===== config.mk =====
export PLATFORM = sky130hd
export DESIGN_NAME = spi_xfer_engine
export DESIGN_NICKNAME = d
export VERILOG_FILES = /design/src/rtl/spi_eng_pkg.sv /design/src/rtl/spi_master_clkgen.sv /design/src/rtl/spi_slave_front.sv /design/src/rtl/spi_shift_core.sv /design/src/rtl/spi_xfer_engine.sv
export SDC_FILE = /design/constraint.sdc
export NUM_CORES = 1
export LEC_CHECK = 0
export BUFFER_PORTS_ARGS = -buffer_cell sky130_fd_sc_hd__buf_2
export CAP_MARGIN = 20
export CORE_MARGIN = 5
export CORE_UTILIZATION = 35
export CTS_CLUSTER_DIAMETER = 40
export DETAILED_ROUTE_END_ITERATION = 8
export HOLD_SLACK_MARGIN = 0.03
export PLACE_DENSITY = 0.59
export SETUP_SLACK_MARGIN = 0.5
export SKIP_CTS_REPAIR_TIMING = 1
export SLEW_MARGIN = 20
export SYNTH_ARGS = -nofsm -noshare
export SYNTH_HDL_FRONTEND = slang
export SYNTH_SLANG_ARGS = --single-unit

===== constraint.sdc =====
create_clock -name clk -period 5 [get_ports clk]
set_input_delay 0.5 -clock clk [delete_from_list [all_inputs] [get_ports clk]]
set_output_delay 0.5 -clock clk [all_outputs]
set_load 0.05 [all_outputs]

===== src/rtl/spi_eng_pkg.sv =====
package spi_eng_pkg;

    localparam int MAX_W    = 16;
    localparam int NARROW_W = 8;
    localparam int CNT_W    = $clog2(2 * MAX_W) + 1;

    typedef enum logic [1:0] {
        M_IDLE,
        M_LEAD,
        M_RUN,
        M_TRAIL
    } mstate_e;

    typedef struct packed {
        logic cpol;
        logic cpha;
        logic lsb_first;
        logic wide;
    } xfer_cfg_t;

    // Number of serial clock transitions in one transfer.
    function automatic logic [CNT_W-1:0] edge_total(input logic wide);
        return wide ? CNT_W'(2 * MAX_W) : CNT_W'(2 * NARROW_W);
    endfunction

    // Move one received bit into the shift register in the selected order.
    function automatic logic [MAX_W-1:0] shift_in(input logic [MAX_W-1:0] sh,
                                                  input logic b,
                                                  input logic lsb,
                                                  input logic wide);
        logic [MAX_W-1:0] r;
        if (!lsb) begin
            r = {sh[MAX_W-2:0], b};
        end else begin
            r = {1'b0, sh[MAX_W-1:1]};
            if (wide) begin
                r[MAX_W-1] = b;
            end else begin
                r[NARROW_W-1]       = b;
                r[MAX_W-1:NARROW_W] = sh[MAX_W-1:NARROW_W];
            end
        end
        return r;
    endfunction

    // Bit presented on the serial output.
    function automatic logic out_bit(input logic [MAX_W-1:0] sh,
                                     input logic lsb,
                                     input logic wide);
        if (lsb)
            return sh[0];
        return wide ? sh[MAX_W-1] : sh[NARROW_W-1];
    endfunction

    function automatic logic [MAX_W-1:0] word_mask(input logic [MAX_W-1:0] d,
                                                   input logic wide);
        return wide ? d : {{(MAX_W-NARROW_W){1'b0}}, d[NARROW_W-1:0]};
    endfunction

endpackage


===== src/rtl/spi_master_clkgen.sv =====
module spi_master_clkgen
    import spi_eng_pkg::*;
#(
    parameter int DIV_W = 8
) (
    input  logic             clk,
    input  logic             rst,
    input  logic             start,
    input  logic [DIV_W-1:0] half_div,
    input  logic [CNT_W-1:0] total,
    input  logic             cpol,
    output logic             sck,
    output logic             ss_n,
    output logic             busy,
    output logic             edge_stb,
    output logic [CNT_W-1:0] edge_num
);

    mstate_e          state_q;
    logic [DIV_W-1:0] cnt_q;
    logic [DIV_W-1:0] hd;
    logic             phase_q;
    logic [CNT_W-1:0] num_q;
    logic             stb_q;
    logic             ss_q;

    assign hd = (half_div == '0) ? DIV_W'(1) : half_div;

    always_ff @(posedge clk) begin
        if (rst) begin
            state_q <= M_IDLE;
            cnt_q   <= '0;
            phase_q <= 1'b0;
            num_q   <= '0;
            stb_q   <= 1'b0;
            ss_q    <= 1'b1;
        end else begin
            stb_q <= 1'b0;
            case (state_q)
                M_IDLE: begin
                    if (start) begin
                        state_q <= M_LEAD;
                        ss_q    <= 1'b0;
                        cnt_q   <= hd - 1'b1;
                        num_q   <= '0;
                        phase_q <= 1'b0;
                    end
                end
                M_LEAD, M_RUN: begin
                    if (cnt_q == '0) begin
                        phase_q <= ~phase_q;
                        num_q   <= num_q + 1'b1;
                        stb_q   <= 1'b1;
                        cnt_q   <= hd - 1'b1;
                        if (num_q + 1'b1 == total)
                            state_q <= M_TRAIL;
                        else
                            state_q <= M_RUN;
                    end else begin
                        cnt_q <= cnt_q - 1'b1;
                    end
                end
                M_TRAIL: begin
                    if (cnt_q == '0) begin
                        ss_q    <= 1'b1;
                        state_q <= M_IDLE;
                    end else begin
                        cnt_q <= cnt_q - 1'b1;
                    end
                end
                default: state_q <= M_IDLE;
            endcase
        end
    end

    assign sck      = cpol ^ phase_q;
    assign ss_n     = ss_q;
    assign busy     = (state_q != M_IDLE);
    assign edge_stb = stb_q;
    assign edge_num = num_q;

endmodule


===== src/rtl/spi_slave_front.sv =====
module spi_slave_front
    import spi_eng_pkg::*;
#(
    parameter int SYNC_STAGES = 2
) (
    input  logic             clk,
    input  logic             rst,
    input  logic             sck_i,
    input  logic             ss_n_i,
    input  logic             sdi_i,
    input  logic [CNT_W-1:0] total,
    output logic             sdi_s,
    output logic             selected,
    output logic             start,
    output logic             edge_stb,
    output logic [CNT_W-1:0] edge_num
);

    logic [SYNC_STAGES-1:0] sck_ff, ss_ff, sdi_ff;
    logic                   sck_p, ss_p;
    logic [CNT_W-1:0]       cnt_q;
    logic                   sck_s, ss_s;

    always_ff @(posedge clk) begin
        if (rst) begin
            sck_ff <= '0;
            ss_ff  <= '1;
            sdi_ff <= '0;
            sck_p  <= 1'b0;
            ss_p   <= 1'b1;
        end else begin
            sck_ff <= {sck_ff[SYNC_STAGES-2:0], sck_i};
            ss_ff  <= {ss_ff[SYNC_STAGES-2:0], ss_n_i};
            sdi_ff <= {sdi_ff[SYNC_STAGES-2:0], sdi_i};
            sck_p  <= sck_s;
            ss_p   <= ss_s;
        end
    end

    assign sck_s    = sck_ff[SYNC_STAGES-1];
    assign ss_s     = ss_ff[SYNC_STAGES-1];
    assign sdi_s    = sdi_ff[SYNC_STAGES-1];
    assign selected = !ss_s;
    assign start    = ss_p && !ss_s;
    assign edge_stb = selected && (sck_s != sck_p) && (cnt_q < total);
    assign edge_num = cnt_q + 1'b1;

    always_ff @(posedge clk) begin
        if (rst || !selected)
            cnt_q <= '0;
        else if (edge_stb)
            cnt_q <= cnt_q + 1'b1;
    end

endmodule


===== src/rtl/spi_shift_core.sv =====
module spi_shift_core
    import spi_eng_pkg::*;
(
    input  logic             clk,
    input  logic             rst,
    input  xfer_cfg_t        cfg,
    input  logic             load,
    input  logic [MAX_W-1:0] load_data,
    input  logic             start,
    input  logic             edge_stb,
    input  logic [CNT_W-1:0] edge_num,
    input  logic             sdi,
    output logic             sdo_bit,
    output logic             done_stb,
    output logic [MAX_W-1:0] result
);

    logic [MAX_W-1:0] sh_q;
    logic             samp_q;
    logic             drive_q;
    logic             done_q;
    logic             is_samp;
    logic             is_last;
    logic [CNT_W-1:0] total;

    assign total   = edge_total(cfg.wide);
    assign is_samp = cfg.cpha ? !edge_num[0] : edge_num[0];
    assign is_last = (edge_num == total);

    always_ff @(posedge clk) begin
        if (rst) begin
            sh_q    <= '0;
            samp_q  <= 1'b0;
            drive_q <= 1'b0;
            done_q  <= 1'b0;
        end else begin
            done_q <= 1'b0;
            if (load)
                sh_q <= load_data;
            if (start)
                drive_q <= !cfg.cpha;
            if (edge_stb) begin
                if (is_samp) begin
                    if (is_last) begin
                        // phase 1: the last edge samples and commits at once
                        sh_q    <= shift_in(sh_q, sdi, cfg.lsb_first, cfg.wide);
                        done_q  <= 1'b1;
                        drive_q <= 1'b0;
                    end else begin
                        samp_q <= sdi;
                    end
                end else if (cfg.cpha && edge_num == CNT_W'(1)) begin
                    drive_q <= 1'b1;
                end else begin
                    sh_q <= shift_in(sh_q, samp_q, cfg.lsb_first, cfg.wide);
                    if (is_last) begin
                        done_q  <= 1'b1;
                        drive_q <= 1'b0;
                    end
                end
            end
        end
    end

    assign sdo_bit  = drive_q & out_bit(sh_q, cfg.lsb_first, cfg.wide);
    assign done_stb = done_q;
    assign result   = word_mask(sh_q, cfg.wide);

endmodule


===== src/rtl/spi_xfer_engine.sv =====
module spi_xfer_engine
    import spi_eng_pkg::*;
#(
    parameter int DIV_W       = 8,
    parameter int SYNC_STAGES = 2
) (
    input  logic             clk,
    input  logic             rst,
    input  logic             cfg_master,
    input  logic             cfg_cpol,
    input  logic             cfg_cpha,
    input  logic             cfg_lsb_first,
    input  logic             cfg_wide,
    input  logic [DIV_W-1:0] cfg_half_div,
    input  logic             tx_wr,
    input  logic [MAX_W-1:0] tx_data,
    input  logic             stat_rd,
    input  logic             data_rd,
    output logic [MAX_W-1:0] rx_data,
    output logic             done_flag,
    output logic             busy,
    output logic             sck_o,
    output logic             ss_o,
    input  logic             sck_i,
    input  logic             ss_i,
    input  logic             sdi,
    output logic             sdo
);

    xfer_cfg_t        cfg;
    logic [CNT_W-1:0] total;
    logic             load;
    logic             m_start, m_sck, m_ss_n, m_busy, m_stb;
    logic [CNT_W-1:0] m_num;
    logic             s_sdi, s_sel, s_start, s_stb;
    logic [CNT_W-1:0] s_num;
    logic             c_start, c_stb, c_sdi, c_sdo, c_done;
    logic [CNT_W-1:0] c_num;
    logic [MAX_W-1:0] c_result;
    logic [MAX_W-1:0] rx_q;
    logic             flag_q, armed_q;

    assign cfg   = '{cpol: cfg_cpol, cpha: cfg_cpha, lsb_first: cfg_lsb_first, wide: cfg_wide};
    assign total = edge_total(cfg_wide);
    assign busy  = cfg_master ? m_busy : s_sel;
    assign load  = tx_wr && !busy;
    assign m_start = load && cfg_master;

    spi_master_clkgen #(.DIV_W(DIV_W)) clkgen_i (
        .clk      (clk),
        .rst      (rst),
        .start    (m_start),
        .half_div (cfg_half_div),
        .total    (total),
        .cpol     (cfg_cpol),
        .sck      (m_sck),
        .ss_n     (m_ss_n),
        .busy     (m_busy),
        .edge_stb (m_stb),
        .edge_num (m_num)
    );

    spi_slave_front #(.SYNC_STAGES(SYNC_STAGES)) front_i (
        .clk      (clk),
        .rst      (rst),
        .sck_i    (sck_i),
        .ss_n_i   (ss_i),
        .sdi_i    (sdi),
        .total    (total),
        .sdi_s    (s_sdi),
        .selected (s_sel),
        .start    (s_start),
        .edge_stb (s_stb),
        .edge_num (s_num)
    );

    assign c_start = cfg_master ? m_start : s_start;
    assign c_stb   = cfg_master ? m_stb   : s_stb;
    assign c_num   = cfg_master ? m_num   : s_num;
    assign c_sdi   = cfg_master ? sdi     : s_sdi;

    spi_shift_core core_i (
        .clk       (clk),
        .rst       (rst),
        .cfg       (cfg),
        .load      (load),
        .load_data (tx_data),
        .start     (c_start),
        .edge_stb  (c_stb),
        .edge_num  (c_num),
        .sdi       (c_sdi),
        .sdo_bit   (c_sdo),
        .done_stb  (c_done),
        .result    (c_result)
    );

    // Receive register and completion flag with its two-step clear.
    always_ff @(posedge clk) begin
        if (rst) begin
            rx_q    <= '0;
            flag_q  <= 1'b0;
            armed_q <= 1'b0;
        end else begin
            if (stat_rd && flag_q)
                armed_q <= 1'b1;
            if ((data_rd || tx_wr) && armed_q) begin
                flag_q  <= 1'b0;
                armed_q <= 1'b0;
            end
            if (c_done) begin
                rx_q    <= c_result;
                flag_q  <= 1'b1;
                armed_q <= 1'b0;
            end
        end
    end

    assign rx_data   = rx_q;
    assign done_flag = flag_q;
    assign sck_o     = cfg_master ? m_sck : cfg_cpol;
    assign ss_o      = cfg_master ? m_ss_n : 1'b1;
    assign sdo       = cfg_master ? c_sdo : (s_sel & c_sdo);

endmodule


## Yosys cells after proc, flatten, opt, wreduce, memory -nomap -nowiden

Cells that the tools add are included.

- Bits of input ports: 37
- Word-level logic and storage cells: 131
- Output and inout port bits: 21
- Register bits after elaboration: 70

- Reductions and logical operators: 31
- Equality and inequality tests: 13
- Order comparisons: 1
- Bitwise logic cells: 7
- $add $sub $neg: 4
- Multiplexer cells: 55

Operator list:

| kind | count |
|---|---|
| 16-bit two-way mux | 8 |
| 8-bit two-way mux | 6 |
| 1-bit two-way mux | 29 |
| 6-bit two-way mux | 4 |
| 8-bit case mux with 3 select lines | 1 |
| 8-bit zero test | 2 |
| 8-bit by 1-bit subtractor with 8-bit output (second input constant) | 2 |
| 6-bit by 1-bit adder with 6-bit output (second input constant) | 2 |
| 6-bit == test | 2 |
| 6-bit case mux with 2 select lines | 1 |
| 3-bit AND reduction | 4 |
| 1-bit logical AND | 8 |
| 2-bit nonzero test | 4 |
| 6-bit by 1-bit == test with 1-bit output (second input constant) | 1 |
| 6-bit less-than comparator | 1 |
| 2-bit two-way mux | 3 |
| 2-bit case mux with 3 select lines | 1 |
| 2-bit OR reduction | 3 |
| 5-bit by 3-bit != test with 1-bit output (second input constant) | 1 |
| 5-bit != test (second input constant) | 1 |
| 2-bit == test (second input constant) | 2 |
| 1-bit zero test | 4 |
| 2-bit by 1-bit != test with 1-bit output (second input constant) | 2 |
| 2-bit != test (second input constant) | 2 |
| other kinds (10) | 17 |

## Depth between registers and ports, before layout

- Word-level depth: 11
- Mapped depth: 10
- Depth with buffers taken out: 10

## By module

A second synthesis with hierarchy kept.

- Cells, all modules: 489
- Area, all modules: 4,291.6 µm²

By module, submodules not included:

| module | area each (µm²) | sequential area each (µm²) | instances | cells an instance |
|---|---|---|---|---|
| spi_master_clkgen | 1,433.9 | 380.4 | 1 | 184 |
| spi_shift_core | 1,360.1 | 380.4 | 1 | 155 |
| spi_xfer_engine | 834.6 | 360.3 | 1 | 81 |
| spi_slave_front | 663.1 | 280.3 | 1 | 69 |

## Least setup slack after synthesis

No wires, ideal clock.

- Path kind: input-to-output
- From: input cfg_wide
- To: output sdo
- Data required time: 4.500 ns
- Path buffers: 2
- Arrival time: 2.610 ns
- Slack: 1.890 ns
- Stages on the path: 6
- Cell sequence: buf_1 clkbuf_1 mux2i_1 nor2_1 a21oi_1 a211oi_1

- Longest elaborated chain between the ends: 5

RTL lines:

| item | line | RTL |
|---|---|---|
| from (decl) | spi_xfer_engine.sv:13 | `input logic cfg_wide,` |
| 1-bit two-way mux (*) (2 in series) | spi_eng_pkg.sv:52 | `return wide ? sh[MAX_W-1] : sh[NARROW_W-1];` |
| 1-bit AND (*) | spi_shift_core.sv:65 | `assign sdo_bit = drive_q & out_bit(sh_q, cfg.lsb_first, cfg.wide);` |
| 1-bit AND | spi_xfer_engine.sv:122 | `assign sdo = cfg_master ? c_sdo : (s_sel & c_sdo);` |
| 1-bit two-way mux (*) | spi_xfer_engine.sv:122 |  |
| to (decl) | spi_xfer_engine.sv:27 | `output logic sdo` |

Mark *: on every way between the ends. The rest lies on a longest branch, timed or not.

## Worst setup path in the final report

- From: input cfg_wide
- To: register core_i.sh_q[15]

- Longest elaborated chain between the ends: 6
- Elaborated cells between the ends (all ways): 11
- Classes of those cells: order compare (1); eq/ne (3); mux (5); reduce/logical (2)

RTL lines:

| item | line | RTL |
|---|---|---|
| 6-bit two-way mux | spi_eng_pkg.sv:23 | `return wide ? CNT_W'(2 * MAX_W) : CNT_W'(2 * NARROW_W);` |
| 6-bit less-than comparator | spi_slave_front.sv:45 | `assign edge_stb = selected && (sck_s != sck_p) && (cnt_q < total);` |
| 1-bit logical AND | spi_slave_front.sv:45 |  |
| 1-bit two-way mux | spi_xfer_engine.sv:78 | `assign c_stb = cfg_master ? m_stb : s_stb;` |
| 5-bit != test (no source line) / 5-bit by 3-bit != test with 1-bit output (equally long branches) | -- |  |
| 2-bit AND reduction (no source line) | -- |  |
| to (signal assigned) | spi_shift_core.sv:39 | `sh_q <= load_data;` |
| to (signal assigned) | spi_shift_core.sv:46 | `sh_q <= shift_in(sh_q, sdi, cfg.lsb_first, cfg.wide);` |
| to (signal assigned) | spi_shift_core.sv:55 | `sh_q <= shift_in(sh_q, samp_q, cfg.lsb_first, cfg.wide);` |
| to (decl) | spi_shift_core.sv:18 | `logic [MAX_W-1:0] sh_q;` |

Parallel ways exist; a longest one is shown, timed or not.
A chain may end at the register's enable or synchronous reset.

==> impl_metrics.toml <==
[critical_path]
endpoint_kind = "register"
max_stage_delay_ns = 0.72
criticalPathCategory = "in2reg"
worst-path-max-fanout = 23
reg2reg_to = "core_i.sh_q[13]"
r2r_start = "front_i.cnt_q[0]"
path_cells = "buf_2, inv_1, ha_1, o21a_1, o41ai_2, nand2_1, nor3b_1, a311o_1, a22oi_1, a221oi_2"
r2r_slack_ns = 2.16
worstRegToRegCells = 9
cp_data_required_time_ns = 5.26
start_kind = "primary input"
cp_data_arrival_time_ns = 3.33
cp_slowest_cell = "o41ai_2"

[floorplanning]
die_x_um = 119
die_h_um = 119
start_util_pct = 36.1
rows = 39
core_area_mm2 = 0.0115
dieArea_mm2 = 0.0142
pin_count = 58

[layout]
drive_gt1_share_pct = 23.0
final_common_cell = "dfxtp_1"
diodes = 0
area_growth_pct = 14.4
fin_util_pct = 41.3
layout.nets = 575
mostFrequentLayoutCells = "70 x dfxtp_1, 65 x nor2_1, 57 x buf_2, 38 x a21oi_1, 31 x nand2_1"

[yosys]
synth_seq_cells = 70
synth_top_area_share_pct = 33.7
synthTopCellsByArea = "dfxtp_1 34%, mux2i_1 7.0%, nor2_1 5.9%"
syn_avg_cell_area_um2 = 8.47
synth_area_mm2 = 0.00416
synth-edff-count = 0
ys_seq_area_share_pct = 33.7
synth_area_leader_cell = "dfxtp_1"
synthFlopType = "dfxtp_1"
syn-instance-count = 491
syn_nets = 536
async_flop_share_pct = 0
ys_types = 68
yosysWarningCount = 0

[global_routing]
track_usage_pct = 15.0
grt_pass1_vias = 3542
grt_max_degree = 66
antenna_found_initial = 0
grt_pass1_wl_mm = 17.4
grt_overflow = 0

[pwr]
power_w = 0.00195
leakage_nw = 1.83
max-vdd-ir-drop_uv = 154
power_density_mw_per_mm2 = 411

[cts]
cts_tree = "done"
htree_num_levels = 3
root_buffer = "clkbuf_16"
clk_path_buf_depth = 2
clkTransAtPathRegs_ns = 0.06
clk-insertion-delay-late_ns = 0.34
cts_made_buffers = 9
clock-sinks = 70

[timing]
finalHoldViolations = 0
rsz0062_at_grt = "no"
fin_ws_ns = 1.93
slew_violations = 0
worstMarginPinSlew_ns = 0.953
fin_crit_ns = 3.07
setup_tns_ns = 0
max_freq_ghz = 0.325
setup_viol = 0
fin_skew_ns = 0.00460
min_period_over_period_pct = 61.5
max_slew_margin_pct = 36.4

[hold_path]
worstHoldEndpoint = "front_i.ss_ff[0]"
worstHoldStart = "ss_i"
hp-class = "in2reg"
hold_path_depth = 2

[placed_design]
dp_hpwl_mm = 7.40
post-place-ws_ns = 1.65
gp_congestion = 0.839
io_buffers = 57

[flow_run]
max_cap_violations = 0

[detailed_routing]
drtAntennaViolNets = 0
vias = 3660
wl_per_cell_um = 15.4
dr.pass1.iters = 4
drt_iter0_markers = 208
drc = 0
via_per_inst = 5.40
wl_mm = 10.4

[status]
status = "finished, final reports clean"
[through the flow]
step / instance area, µm² / cells / hold WS, ns
after floorplan: 4160 / 491 / 0.389
after global placement: 4480 / 662 / 0.395
after detailed placement: 4480 / 662 / 0.398
after CTS: 4760 / 678 / 0.331
after global routing: 4760 / 678 / 0.341
final: 4760 / 678 / 0.337
[cells by family after synthesis]
kind of cell	Yosys count	synth area share (%)
AND/OR/NAND/NOR	188	23.0
multiplexers	43	10.8
AO/OA/AOI/OAI	123	21.9
buffers and inverters	44	5.11
adder cells (fa/ha/maj)	8	2.41
XOR/XNOR	15	3.16
flip-flops	70	33.7
[cells in the mapped netlist (4+ instances only)]
cell / n
inv_1: 13
and3_1: 4
buf_2: 5
buf_6: 5
clkbuf_1: 17
nor2_1: 65
nor2b_1: 7
mux2i_1: 29
a22oi_1: 7
xor2_1: 8
nor3_1: 12
or2_2: 6
o21ai_0: 21
a31oi_1: 5
a211oi_2: 13
a21oi_1: 38
nand2b_1: 14
nand2_1: 31
xnor2_1: 7
ha_1: 8
dfxtp_1: 70
nand3_1: 20
or3_1: 5
mux2_2: 14
[worst max-delay path, delay by kind of cell]
family / cells / cell delay [ns]
AO/OA/AOI/OAI: 5 / 1.48
buffers and inverters: 2 / 0.59
AND/OR/NAND/NOR: 2 / 0.42
adder cells (fa/ha/maj): 1 / 0.33
[power breakdown]
group / leakage [nW] / internal, W / switching, W
logic: 1.12 / 0.000243 / 0.000408
clock network: 0.134 / 0.000342 / 0.000271
registers: 0.570 / 0.000621 / 0.0000687
[per-layer routing]
layer | routed length, µm | vias to the layer above | global-route usage [%]
met5 | 0 | - | 0
li1 | - | 1849 | -
met2 | 4920 | 80 | 24.4
met3 | 401 | 17 | 3.08
met4 | 227 | 0 | 6.59
met1 | 4870 | 1714 | 19.2
[layout make-up]
cell class              count  area [µm²]
fillers                  1156        6760
multi-input cells         377        2550
flip-flops and latches     70        1400
repair buffers             59         300
clock buffers               9         225
well taps                 143         179
clock inverters             7        57.6
inverters                  13        48.8
[worst max-delay path by stage]
stage,from,to,slack (ns),depth (start not counted)
detailed placement,cfg_wide,core_i.sh_q[3],1.65,11
global placement,cfg_wide,core_i.sh_q[0],1.71,11
floorplan,cfg_wide,sdo,1.89,6
global route,cfg_wide,core_i.sh_q[15],1.77,10
finish,cfg_wide,core_i.sh_q[15],1.93,10
CTS,cfg_wide,core_i.sh_q[13],1.99,11
[registers in the layout, indices dropped and copies added, names as in the netlist, 2 cells and up]
signal,cells
clkgen_i.edge_num,6
front_i.sck_ff,2
core_i.sh_q,16
clkgen_i.state_q,2
clkgen_i.cnt_q,8
front_i.cnt_q,6
front_i.sdi_ff,2
rx_data,16
front_i.ss_ff,2
Note: power is estimated with default switching activity, not from simulation.
